$ cat src/rtl/mdc_pkg.sv
// Package: shared types for the Manchester drift compensator.
// Assumes: nothing beyond IEEE 1800-2017.
package mdc_pkg;

    // Adjustment held for the period in progress.
    typedef enum logic [1:0] {
        ADJ_NONE  = 2'd0,
        ADJ_SHORT = 2'd1,
        ADJ_LONG  = 2'd2
    } adj_e;

endpackage

$ cat src/rtl/mdc_edge_tap.sv
// Module: mdc_edge_tap
// Finds line transitions by comparing the current synchronised sample
// with the one taken at the previous tick.
// Assumes: rx_in is already synchronised to clk; the line idles low after reset.
module mdc_edge_tap (
    input  logic clk,
    input  logic rst_n,
    input  logic tick,
    input  logic rx_in,
    output logic edge_seen
);

    logic prev_q;

    // Hold the line value seen at the most recent tick.
    always_ff @(posedge clk) begin
        if (!rst_n) begin
            prev_q <= 1'b0;
        end else if (tick) begin
            prev_q <= rx_in;
        end
    end

    // A transition is reported only on a tick.
    always_comb begin
        edge_seen = tick && (rx_in != prev_q);
    end

endmodule

$ cat src/rtl/mdc_window.sv
// Module: mdc_window
// Sorts a transition by its phase count into the early window, the late
// window, or neither. Neither covers the dead band and out-of-window edges.
// Assumes: phase is the count before the tick update; the expected
// transition is at count 0.
module mdc_window #(
    parameter int OSR       = 16,
    parameter int DEAD_BAND = 1,
    parameter int EARLY_MAX = 4,
    parameter int LATE_MAX  = 3,
    parameter int CW        = 5
) (
    input  logic [CW-1:0] phase,
    input  logic          edge_seen,
    input  logic          active,
    input  logic          corr_done,
    output logic          want_short,
    output logic          want_long
);

    localparam logic [CW-1:0] LATE_LO  = CW'(DEAD_BAND + 1);
    localparam logic [CW-1:0] LATE_HI  = CW'(LATE_MAX);
    localparam logic [CW-1:0] EARLY_LO = CW'(OSR - EARLY_MAX);
    localparam logic [CW-1:0] EARLY_HI = CW'(OSR - DEAD_BAND - 1);

    logic in_late;
    logic in_early;
    logic may_fix;

    // Map the phase count onto the two correction windows.
    always_comb begin
        in_late  = (phase >= LATE_LO) && (phase <= LATE_HI);
        in_early = (phase >= EARLY_LO) && (phase <= EARLY_HI);
    end

    // Allow a correction only when tracking is on and none is spent yet.
    always_comb begin
        may_fix    = edge_seen && active && !corr_done;
        want_short = may_fix && in_early;
        want_long  = may_fix && in_late && !in_early;
    end

endmodule

$ cat src/rtl/mdc_phase.sv
// Module: mdc_phase
// Phase counter for one half-bit period. The nominal terminal count comes
// from the mode. A correction moves the terminal by one tick for the rest
// of the period, and only one correction is accepted per period.
// Assumes: do_short and do_long are never high together and arrive with tick.
module mdc_phase #(
    parameter int OSR_HI = 16,
    parameter int OSR_LO = 8,
    parameter int CW     = 5
) (
    input  logic          clk,
    input  logic          rst_n,
    input  logic          tick,
    input  logic          mode_16x,
    input  logic          do_short,
    input  logic          do_long,
    output logic [CW-1:0] phase_q,
    output logic          corr_done_q
);

    import mdc_pkg::*;

    localparam logic [CW-1:0] HI_LAST = CW'(OSR_HI - 1);
    localparam logic [CW-1:0] LO_LAST = CW'(OSR_LO - 1);
    localparam logic [CW-1:0] ONE     = CW'(1);

    adj_e          adj_q;
    adj_e          adj_eff;
    logic [CW-1:0] term;
    logic          at_end;

    // Combine the held adjustment with a correction arriving now.
    always_comb begin
        adj_eff = adj_q;
        if (do_short) begin
            adj_eff = ADJ_SHORT;
        end else if (do_long) begin
            adj_eff = ADJ_LONG;
        end
    end

    // Select the terminal count for the period in progress.
    always_comb begin
        if (!mode_16x) begin
            term = LO_LAST;
        end else begin
            case (adj_eff)
                ADJ_SHORT: term = HI_LAST - ONE;
                ADJ_LONG:  term = HI_LAST + ONE;
                default:   term = HI_LAST;
            endcase
        end
        at_end = (phase_q >= term);
    end

    // Advance the count. At the period end, wrap and clear the adjustment.
    always_ff @(posedge clk) begin
        if (!rst_n) begin
            phase_q     <= '0;
            adj_q       <= ADJ_NONE;
            corr_done_q <= 1'b0;
        end else if (tick) begin
            if (at_end) begin
                phase_q     <= '0;
                adj_q       <= ADJ_NONE;
                corr_done_q <= 1'b0;
            end else begin
                phase_q     <= phase_q + ONE;
                adj_q       <= adj_eff;
                corr_done_q <= corr_done_q || do_short || do_long;
            end
        end
    end

endmodule

$ cat src/rtl/mdc_strobe.sv
// Module: mdc_strobe
// Registers the block outputs: the mid-period sample strobe with its value,
// and the one-cycle correction pulses.
// Assumes: the correction requests are already qualified by tick.
module mdc_strobe #(
    parameter int OSR_HI = 16,
    parameter int OSR_LO = 8,
    parameter int CW     = 5
) (
    input  logic          clk,
    input  logic          rst_n,
    input  logic          tick,
    input  logic          mode_16x,
    input  logic [CW-1:0] phase,
    input  logic          rx_in,
    input  logic          do_short,
    input  logic          do_long,
    output logic          stb_q,
    output logic          val_q,
    output logic          early_q,
    output logic          late_q
);

    localparam logic [CW-1:0] HI_MID = CW'(OSR_HI / 2);
    localparam logic [CW-1:0] LO_MID = CW'(OSR_LO / 2);

    logic at_mid;

    // Find the half-bit centre for the current mode.
    always_comb begin
        at_mid = tick && (phase == (mode_16x ? HI_MID : LO_MID));
    end

    // Register the strobe, the captured line value and the correction pulses.
    always_ff @(posedge clk) begin
        if (!rst_n) begin
            stb_q   <= 1'b0;
            val_q   <= 1'b0;
            early_q <= 1'b0;
            late_q  <= 1'b0;
        end else begin
            stb_q   <= at_mid;
            early_q <= do_short;
            late_q  <= do_long;
            if (at_mid) begin
                val_q <= rx_in;
            end
        end
    end

endmodule

$ cat src/rtl/manchester_drift_comp.sv
// Module: manchester_drift_comp (top)
// Keeps half-bit sampling aligned to a Manchester line. Small early or
// late transitions trim the running period by one tick. Correction works
// only in 16x mode with drift_en set.
// Assumes: rx_in is synchronised; tick is a one-cycle enable.
module manchester_drift_comp #(
    parameter int OSR_HI    = 16,
    parameter int OSR_LO    = 8,
    parameter int DEAD_BAND = 1,
    parameter int EARLY_MAX = 4,
    parameter int LATE_MAX  = 3
) (
    input  logic clk,
    input  logic rst_n,
    input  logic tick,
    input  logic rx_in,
    input  logic drift_en,
    input  logic mode_16x,
    output logic sample_stb,
    output logic sample_val,
    output logic early_pulse,
    output logic late_pulse
);

    localparam int CW = $clog2(OSR_HI + 2);

    logic          edge_seen;
    logic          active;
    logic          corr_done_q;
    logic          want_short;
    logic          want_long;
    logic [CW-1:0] phase_q;

    // Correction is allowed only in 16x mode with tracking enabled.
    always_comb begin
        active = drift_en && mode_16x;
    end

    mdc_edge_tap u_edge (
        .clk       (clk),
        .rst_n     (rst_n),
        .tick      (tick),
        .rx_in     (rx_in),
        .edge_seen (edge_seen)
    );

    mdc_window #(
        .OSR       (OSR_HI),
        .DEAD_BAND (DEAD_BAND),
        .EARLY_MAX (EARLY_MAX),
        .LATE_MAX  (LATE_MAX),
        .CW        (CW)
    ) u_win (
        .phase      (phase_q),
        .edge_seen  (edge_seen),
        .active     (active),
        .corr_done  (corr_done_q),
        .want_short (want_short),
        .want_long  (want_long)
    );

    mdc_phase #(
        .OSR_HI (OSR_HI),
        .OSR_LO (OSR_LO),
        .CW     (CW)
    ) u_phase (
        .clk         (clk),
        .rst_n       (rst_n),
        .tick        (tick),
        .mode_16x    (mode_16x),
        .do_short    (want_short),
        .do_long     (want_long),
        .phase_q     (phase_q),
        .corr_done_q (corr_done_q)
    );

    mdc_strobe #(
        .OSR_HI (OSR_HI),
        .OSR_LO (OSR_LO),
        .CW     (CW)
    ) u_out (
        .clk      (clk),
        .rst_n    (rst_n),
        .tick     (tick),
        .mode_16x (mode_16x),
        .phase    (phase_q),
        .rx_in    (rx_in),
        .do_short (want_short),
        .do_long  (want_long),
        .stb_q    (sample_stb),
        .val_q    (sample_val),
        .early_q  (early_pulse),
        .late_q   (late_pulse)
    );

endmodule

$ cat config.mk
export PLATFORM = sky130hd
export DESIGN_NAME = manchester_drift_comp
export DESIGN_NICKNAME = d
export VERILOG_FILES = /design/src/rtl/mdc_pkg.sv /design/src/rtl/mdc_edge_tap.sv /design/src/rtl/mdc_window.sv /design/src/rtl/mdc_phase.sv /design/src/rtl/mdc_strobe.sv /design/src/rtl/manchester_drift_comp.sv
export SDC_FILE = /design/constraint.sdc
export NUM_CORES = 1
export LEC_CHECK = 0
export CAP_MARGIN = 40
export CORE_MARGIN = 2
export CORE_UTILIZATION = 30
export CTS_CLUSTER_SIZE = 25
export DETAILED_ROUTE_END_ITERATION = 8
export PLACE_DENSITY = 0.49
export SLEW_MARGIN = 20
export SYNTH_ARGS = -nofsm -noshare
export SYNTH_HDL_FRONTEND = slang
export SYNTH_HIERARCHICAL = 1
export SYNTH_SLANG_ARGS = --single-unit
$ cat constraint.sdc
create_clock -name clk -period 3.75 [get_ports clk]
set_clock_uncertainty 0.2 [all_clocks]
set_input_delay 0.75 -clock clk [delete_from_list [all_inputs] [get_ports clk]]
set_output_delay 0.75 -clock clk [all_outputs]
set_load 0.03 [all_outputs]
==> impl_metrics.csv, run 1 <==
group,metric,value,unit
outcome,status,"complete, no violations",
clock_network,cts_buffer_depth,2,
yosys,synth-main-ff-cell,"dfxtp_1",
yosys,yosys_warnings,6,
sta,setup_slack,204,ps
critical_path,cp_max_fo,6,
yosys,avgSynthCellArea,9.11,um2
critical_path,arrival,3550,ps
yosys,yosysSeqAreaShare,33.6,%
power,leakagePower,0.000401,uW
die,rows,18,
power,peakVddDrop,0.000116,V
grt,grt_max_degree,13,
critical_path,criticalPathCategory,"input pin to flop",
drt,antenna_left,0,
placement,pre_cts_ws,-223,ps
sta,fin_crit_sh,94.6,%
yosys,synth-edff-count,0,
power,powerDensity,271,nW/um2
job,cap_violations,0,
die,die-area,3000,um2
drt,drt_iter0_markers,12,
sta,finalSetupTns,0,ps
drt,wl,1590,um
yosys,synth_cell_types,31,
die,die_w,54.8,um
placement,hpwl,1180,um
drt,drc_errors,0,
clock_network,cts_tree,"done",
drt,drt_first_pass_iters,4,
sta,fmax,0.282,GHz
finish,nets,119,
die,start_util,31.5,%
sta,whs,251,ps
die,die_h,54.8,um
drt,post_drt_wl_per_cell,11.8,um
finish,drive_above_1_share,16.2,%
clock_network,clock-root-buffer,"clkbuf_4",
sta,final-hold-violation-count,0,
drt,routed_via_density,4.84,
critical_path,worstSetupEndpointType,"flop",
grt,overflow,0,
finish,area_growth,27.0,%
grt,antenna_found_initial,0,
critical_path,critPathRequiredTime,3750,ps
yosys,synth_seq_cells,13,
die,coreArea,2450,um2
placement,io_buffer_count,9,
clock_network,ctsHtreeMaxLevel,1,
grt,track_usage,12.0,%
die,ios,10,
sta,maxSlewHeadroom,75.7,%
sta,rsz0062_at_grt,"false",
sta,tightestPinTransition,364,ps
grt,grt_pass1_vias,542,
min_path,hold_path.class,"flop to flop",
clock_network,cts_buffers,3,
clock_network,cts_sinks,13,
placement,place_congestion,0.660,
sta,finalSetupViolations,0,
yosys,synthArstFlopShare,0,%
finish,final_area,983,um2
grt,grt_first_pass_wirelength,2420,um
clock_network,clk_latency,270,ps
drt,num_vias,654,
finish,antennaDiodeCount,0,
power,total_power,267,uW
clock_network,cts.reportedPaths.clkPinSlew,80,ps
placement,place_area,955,um2
yosys,syn_inst,85,
sta,fin_crit,3550,ps
yosys,syn_nets,98,
critical_path,startpoint_type,"input pin",
sta,slew_violations,0,
yosys,synth_area,774,um2
## cells in the final DEF (no fill, tap or decap), types with 2 or more instances in the layout
master / n
o211ai_1: 2
o21ai_0: 2
clkdlybuf4s50_1: 8
ha_1: 7
inv_1: 4
and2_1: 5
mux2i_1: 2
a21oi_1: 6
nand2b_1: 3
clkbuf_4: 3
nand4_1: 2
xor2_1: 3
nor2_1: 7
nor2b_1: 2
buf_4: 8
dfxtp_1: 13
nand2_1: 10
## metal layers
metal,part of all wire (%),global-route usage (%),vias up
met2,43,16.7,13
li1,-,-,340
met3,3.8,2.46,2
met5,0,0,-
met4,1.7,10.0,0
met1,51,15.7,299
## layout make-up
| class | instances | area [um2] |
|---|---|---|
| clock buffers | 4 | 26.3 |
| inverters | 5 | 18.8 |
| flip-flops and latches | 13 | 260 |
| repair buffers | 17 | 153 |
| multi-input cells | 66 | 488 |
| fillers | 262 | 1470 |
| well taps | 30 | 37.5 |
## registers in the layout, summed over array words and instances, names as in the netlist
register             flops
u_edge/prev_q            1
u_out/stb_q              1
u_phase/corr_done_q      1
u_phase/adj_q            2
u_phase/phase_q          5
u_out/val_q              1
u_out/late_q             1
u_out/early_q            1
## metrics by stage
| stage | cells | util (%) |
|---|---|---|
| after floorplan | 85 | - |
| after CTS | 135 | 40.0 |
| final | 135 | 40.1 |
| after global routing | 135 | 40.1 |
| after detailed placement | 131 | 38.9 |
| after global placement | 131 | 38.9 |
## final timing paths
check                 startpoint                  end  slack (ps)  cells after the start
min reg2reg  u_phase/corr_done_q  u_phase/corr_done_q         250                      2
min          u_phase/corr_done_q  u_phase/corr_done_q         250                      2
max reg2reg        u_edge/prev_q     u_phase/adj_q[1]         680                     14
max                     mode_16x     u_phase/adj_q[1]         200                     14
## Yosys cell counts (2+ instances only)
master | count | area [um2]
a21oi_1 | 6 | 30.0
and2_1 | 5 | 31.3
dfxtp_1 | 13 | 260
ha_1 | 7 | 87.6
inv_1 | 4 | 15.0
mux2i_1 | 2 | 20.0
nand2_1 | 10 | 37.5
nand2b_1 | 3 | 18.8
nand4_1 | 2 | 12.5
nor2_1 | 7 | 26.3
nor2b_1 | 2 | 12.5
o211ai_1 | 2 | 15.0
o21ai_0 | 2 | 10.0
xor2_1 | 3 | 26.3
## kinds of logic (layout without fill, tap and decap cells)
group	count (synthesis)	in the layout	synth area share [%]
simple gates	34	34	24.7
flops	13	13	33.6
xor+xnor	3	3	3.39
buf+inv	6	26	3.39
fa+ha+maj	7	7	11.3
mux	2	2	2.58
compound gates	20	20	21.0
## power by group
group / total, uW / leakage [uW] / internal [uW] / switching [uW]
sequential: 145 / 0.000105 / 141 / 4.71
clock: 87.6 / 0.0000150 / 41.2 / 46.4
combinational: 34.1 / 0.000281 / 17.0 / 17.1
total: 267 / 0.000401 / 199 / 68.2
## worst max-delay path: stages
cell and delay, ps:
clkdlybuf4s50_1 490, and2_1 130, nand4bb_1 160, nor4b_2 300
buf_4 170, inv_1 40, a21oi_1 140, ha_1 240
nand2b_1 140, ha_1 260, nand2b_1 170, a31oi_4 250
o31ai_4 110, a211oi_2 200
## repair_timing
item,4_1_cts,5_1_grt
setup endpoints to repair,0,8
buffers inserted,0,0
hold buffers,0,0
gates resized for setup,0,1
Note: power is estimated with default switching activity, not from simulation.
==> run 2, diff against run 1 <==
- SYNTH_HIERARCHICAL: 1 -> not set
==> run 2 against run 1 <==
Effect of this change: combinational power up 36%; flip-flop and latch count unchanged; sequential share of layout area up 0.69 points; fmax down 0.11%; via count down 9.2%; clock-buffer cell count unchanged; sequential power about the same; hold slack better by 36 ps; routed wire length down 12%; total power up 2.7%; critical path depth down 2; core utilization down 1.0 points.
==> impl_metrics.csv, run 2 <==
group,metric,value,unit
power,switching_power,67.0,uW
outcome,status,"complete, no violations",
power,switching_share,24.5,%
min_path,holdPathStages,2,
critical_path,criticalPathCategory,"input pin to flop",
yosys,syn_inst,77,
yosys,avgSynthCellArea,9.94,um2
grt,track_usage,11.5,%
grt,overflow,0,
yosys,synthTopCellsByArea,"dfxtp_1, ha_1, nor2_1",
critical_path,cp_cell_sequence,"clkdlybuf4s50_1 -> nand4b_1 -> nor3_4 -> and2_4 -> nor2_1 -> ha_1 -> nand2b_1 -> ha_1 -> nand2b_4 -> a2111oi_4 -> o311ai_4 -> o21ba_1",
placement,pre_cts_ws,-202,ps
power,leakagePower,0.000409,uW
sta,setup_slack,200,ps
critical_path,crit_top_cell,"ha_1",
grt,grt_use_met2,18.1,%
clock_network,ctsHtreeMaxLevel,1,
yosys,yosysSeqAreaShare,34.0,%
power,intPower,207,uW
finish,fillers,249,
sta,fmax,0.282,GHz
die,ios,10,
finish,layout_common_cells,"dfxtp_1, nor2_1, ha_1, clkdlybuf4s50_1",
drt,drt_iter0_markers,3,
finish,largest_reg_flops,5,
die,die-area,2970,um2
grt,grt_first_pass_wirelength,2330,um
power,powerDensity,286,nW/um2
critical_path,startpoint_type,"input pin",
yosys,synth_cell_types,29,
critical_path,critPathSlowestCell,"clkdlybuf4s50_1",
finish,nets,110,
yosys,synth_seq_cells,13,
critical_path,worstSetupEndpointType,"flop",
power,peakVddDrop,0.000129,V
placement,dp.cells,119,
finish,top_register,"u_phase.phase_q",
die,rows,18,
critical_path,crit_buf_inv,1,
critical_path,reg2reg_setup_slack,490,ps
finish,top_regs,"u_phase.phase_q: 5 flops, u_phase.adj_q: 2 flops",
yosys,synth_area,766,um2
yosys,synth_top_cell_by_area,"dfxtp_1",
sta,fin_crit_sh,94.7,%
placement,hpwl,1100,um
drt,drt_first_pass_iters,4,
finish,stdcell_count,124,
finish,antennaDiodeCount,0,
sta,final-hold-violation-count,0,
grt,grt_max_degree,10,
sta,finalSetupViolations,0,
clock_network,clk_latency,260,ps
die,start_util,31.2,%
power,p_comb_share,16.9,%
finish,drive_above_1_share,16.0,%
yosys,netlist.area_leader.share,34.0,%
drt,antenna_left,0,
drt,wl,1390,um
drt,routed_via_density,4.79,
critical_path,reg2regPathDepth,12,
min_path,min_to,"u_phase.corr_done_q",
clock_network,cts.reportedPaths.clkPinSlew,70,ps
critical_path,critPathRequiredTime,3760,ps
grt,grt.met1_usage,13.6,%
sta,whs,287,ps
yosys,post-synth-top-count-cell,"dfxtp_1",
critical_path,r2r_start,"u_phase.phase_q[0]",
drt,drc_errors,0,
die,die_h,54.5,um
sta,fin_crit,3550,ps
power,power.share.clock,29.6,%
clock_network,cts_sinks,13,
critical_path,r2r-end,"u_phase.adj_q[0]",
drt,post_drt_wl_per_cell,11.2,um
grt,grt_pass1_vias,540,
drt,num_vias,594,
power,total_power,274,uW
finish,final_common_cell,"dfxtp_1",
clock_network,clock-root-buffer,"clkbuf_4",
clock_network,cts_tree,"done",
critical_path,cp_slowest_stage_delay,510,ps
critical_path,arrival,3560,ps
clock_network,cts_buffer_depth,2,
sta,rsz0062_at_grt,"false",
critical_path,critPathTopFamily,"simple AND/OR/NAND/NOR gates",
critical_path,cp_max_fo,8,
job,cap_violations,0,
placement,io_buffer_count,9,
clock_network,cts_buffers,3,
sta,slew_violations,0,
grt,use_met3,2.46,%
grt,antenna_found_initial,0,
yosys,synthArstFlopShare,0,%
yosys,synth-main-ff-cell,"dfxtp_1",
grt,grt-busiest-layer,"met2",
min_path,hp-start,"u_phase.corr_done_q",
sta,tightestPinTransition,453,ps
power,sequentialPowerShare,53.5,%
finish,area_growth,25.2,%
yosys,synth-edff-count,0,
die,die_w,54.5,um
min_path,hold_path.class,"flop to flop",
yosys,yosys_warnings,0,
yosys,syn_nets,92,
die,coreArea,2450,um2
sta,maxSlewHeadroom,69.7,%
placement,place_congestion,0.747,
yosys,ys_top_cells_by_count,"dfxtp_1, ha_1, nor2_1, nand2_1, inv_1",
-- run 2: worst max path at each step --
stage,startpoint,cells after the start,end
after floorplan,tick,12,u_phase.adj_q[0]
after global placement,tick,12,u_phase.adj_q[0]
after detailed placement,mode_16x,12,u_phase.adj_q[0]
after CTS,mode_16x,12,u_phase.adj_q[0]
after global routing,mode_16x,12,u_phase.adj_q[0]
final,mode_16x,12,u_phase.adj_q[0]
-- run 2: kinds of logic (layout without fill, tap and decap cells) --
group	Yosys count	in the layout	synth area share (%)
AND/OR/NAND/NOR	32	32	23.9
flip-flops	13	13	34.0
AO/OA/AOI/OAI	10	10	14.9
adder cells (fa/ha/maj)	9	9	14.7
XOR/XNOR	5	5	5.72
buffers and inverters	5	22	2.94
multiplexers	3	3	3.92
-- run 2: cell type report --
class | count | area [um2] | area share (%)
clock buffers | 4 | 26.3 | 2.74
inverters | 4 | 15.0 | 1.57
multi-input cells | 59 | 492 | 51.3
flip-flops and latches | 13 | 260 | 27.2
well taps | 30 | 37.5 | 3.92
repair buffers | 14 | 128 | 13.3
-- run 2: worst register-to-register path, delay by kind of cell (launching register included) --
family                     cells  cell delay [ps]
AOI/OAI and AO/OA              5             1350
adders and majority gates      3              760
DFF                            1              430
and+or+nand+nor                3              370
buffers and inverters          1              120
-- run 2: power groups by stage --
stage          clock network, uW  logic, uW  registers (uW)
5_1_grt                     90.7       51.7             148
3_3_place_gp                   0       45.2             150
6_report                    81.0       46.4             147
2_1_floorplan                  0       30.7             149
4_1_cts                     84.3       45.9             146
3_5_place_dp                   0       45.7             150
-- run 2: timing repair --
item                       in CTS  in global routing
setup buffers                   0                  1
gates resized for setup         0                  2
setup endpoints to repair       0                  7
hold buffers                    0                  0
-- run 2: through the flow --
stage / util [%] / setup TNS [ps] / area, um2
2_1_floorplan: - / 0 / 766
3_3_place_gp: 37.3 / -499 / 916
3_5_place_dp: 37.3 / -838 / 916
4_1_cts: 38.4 / 0 / 942
5_1_grt: 39.0 / 0 / 958
6_report: 39.0 / 0 / 958
-- run 2: per-layer routing --
metal | part of all wire, % | up-vias | wire (um)
met5 | 0 | - | 0
met4 | 2.7 | 0 | 38
met3 | 4.4 | 4 | 61
met2 | 45 | 14 | 630
met1 | 48 | 270 | 663
li1 | - | 306 | -
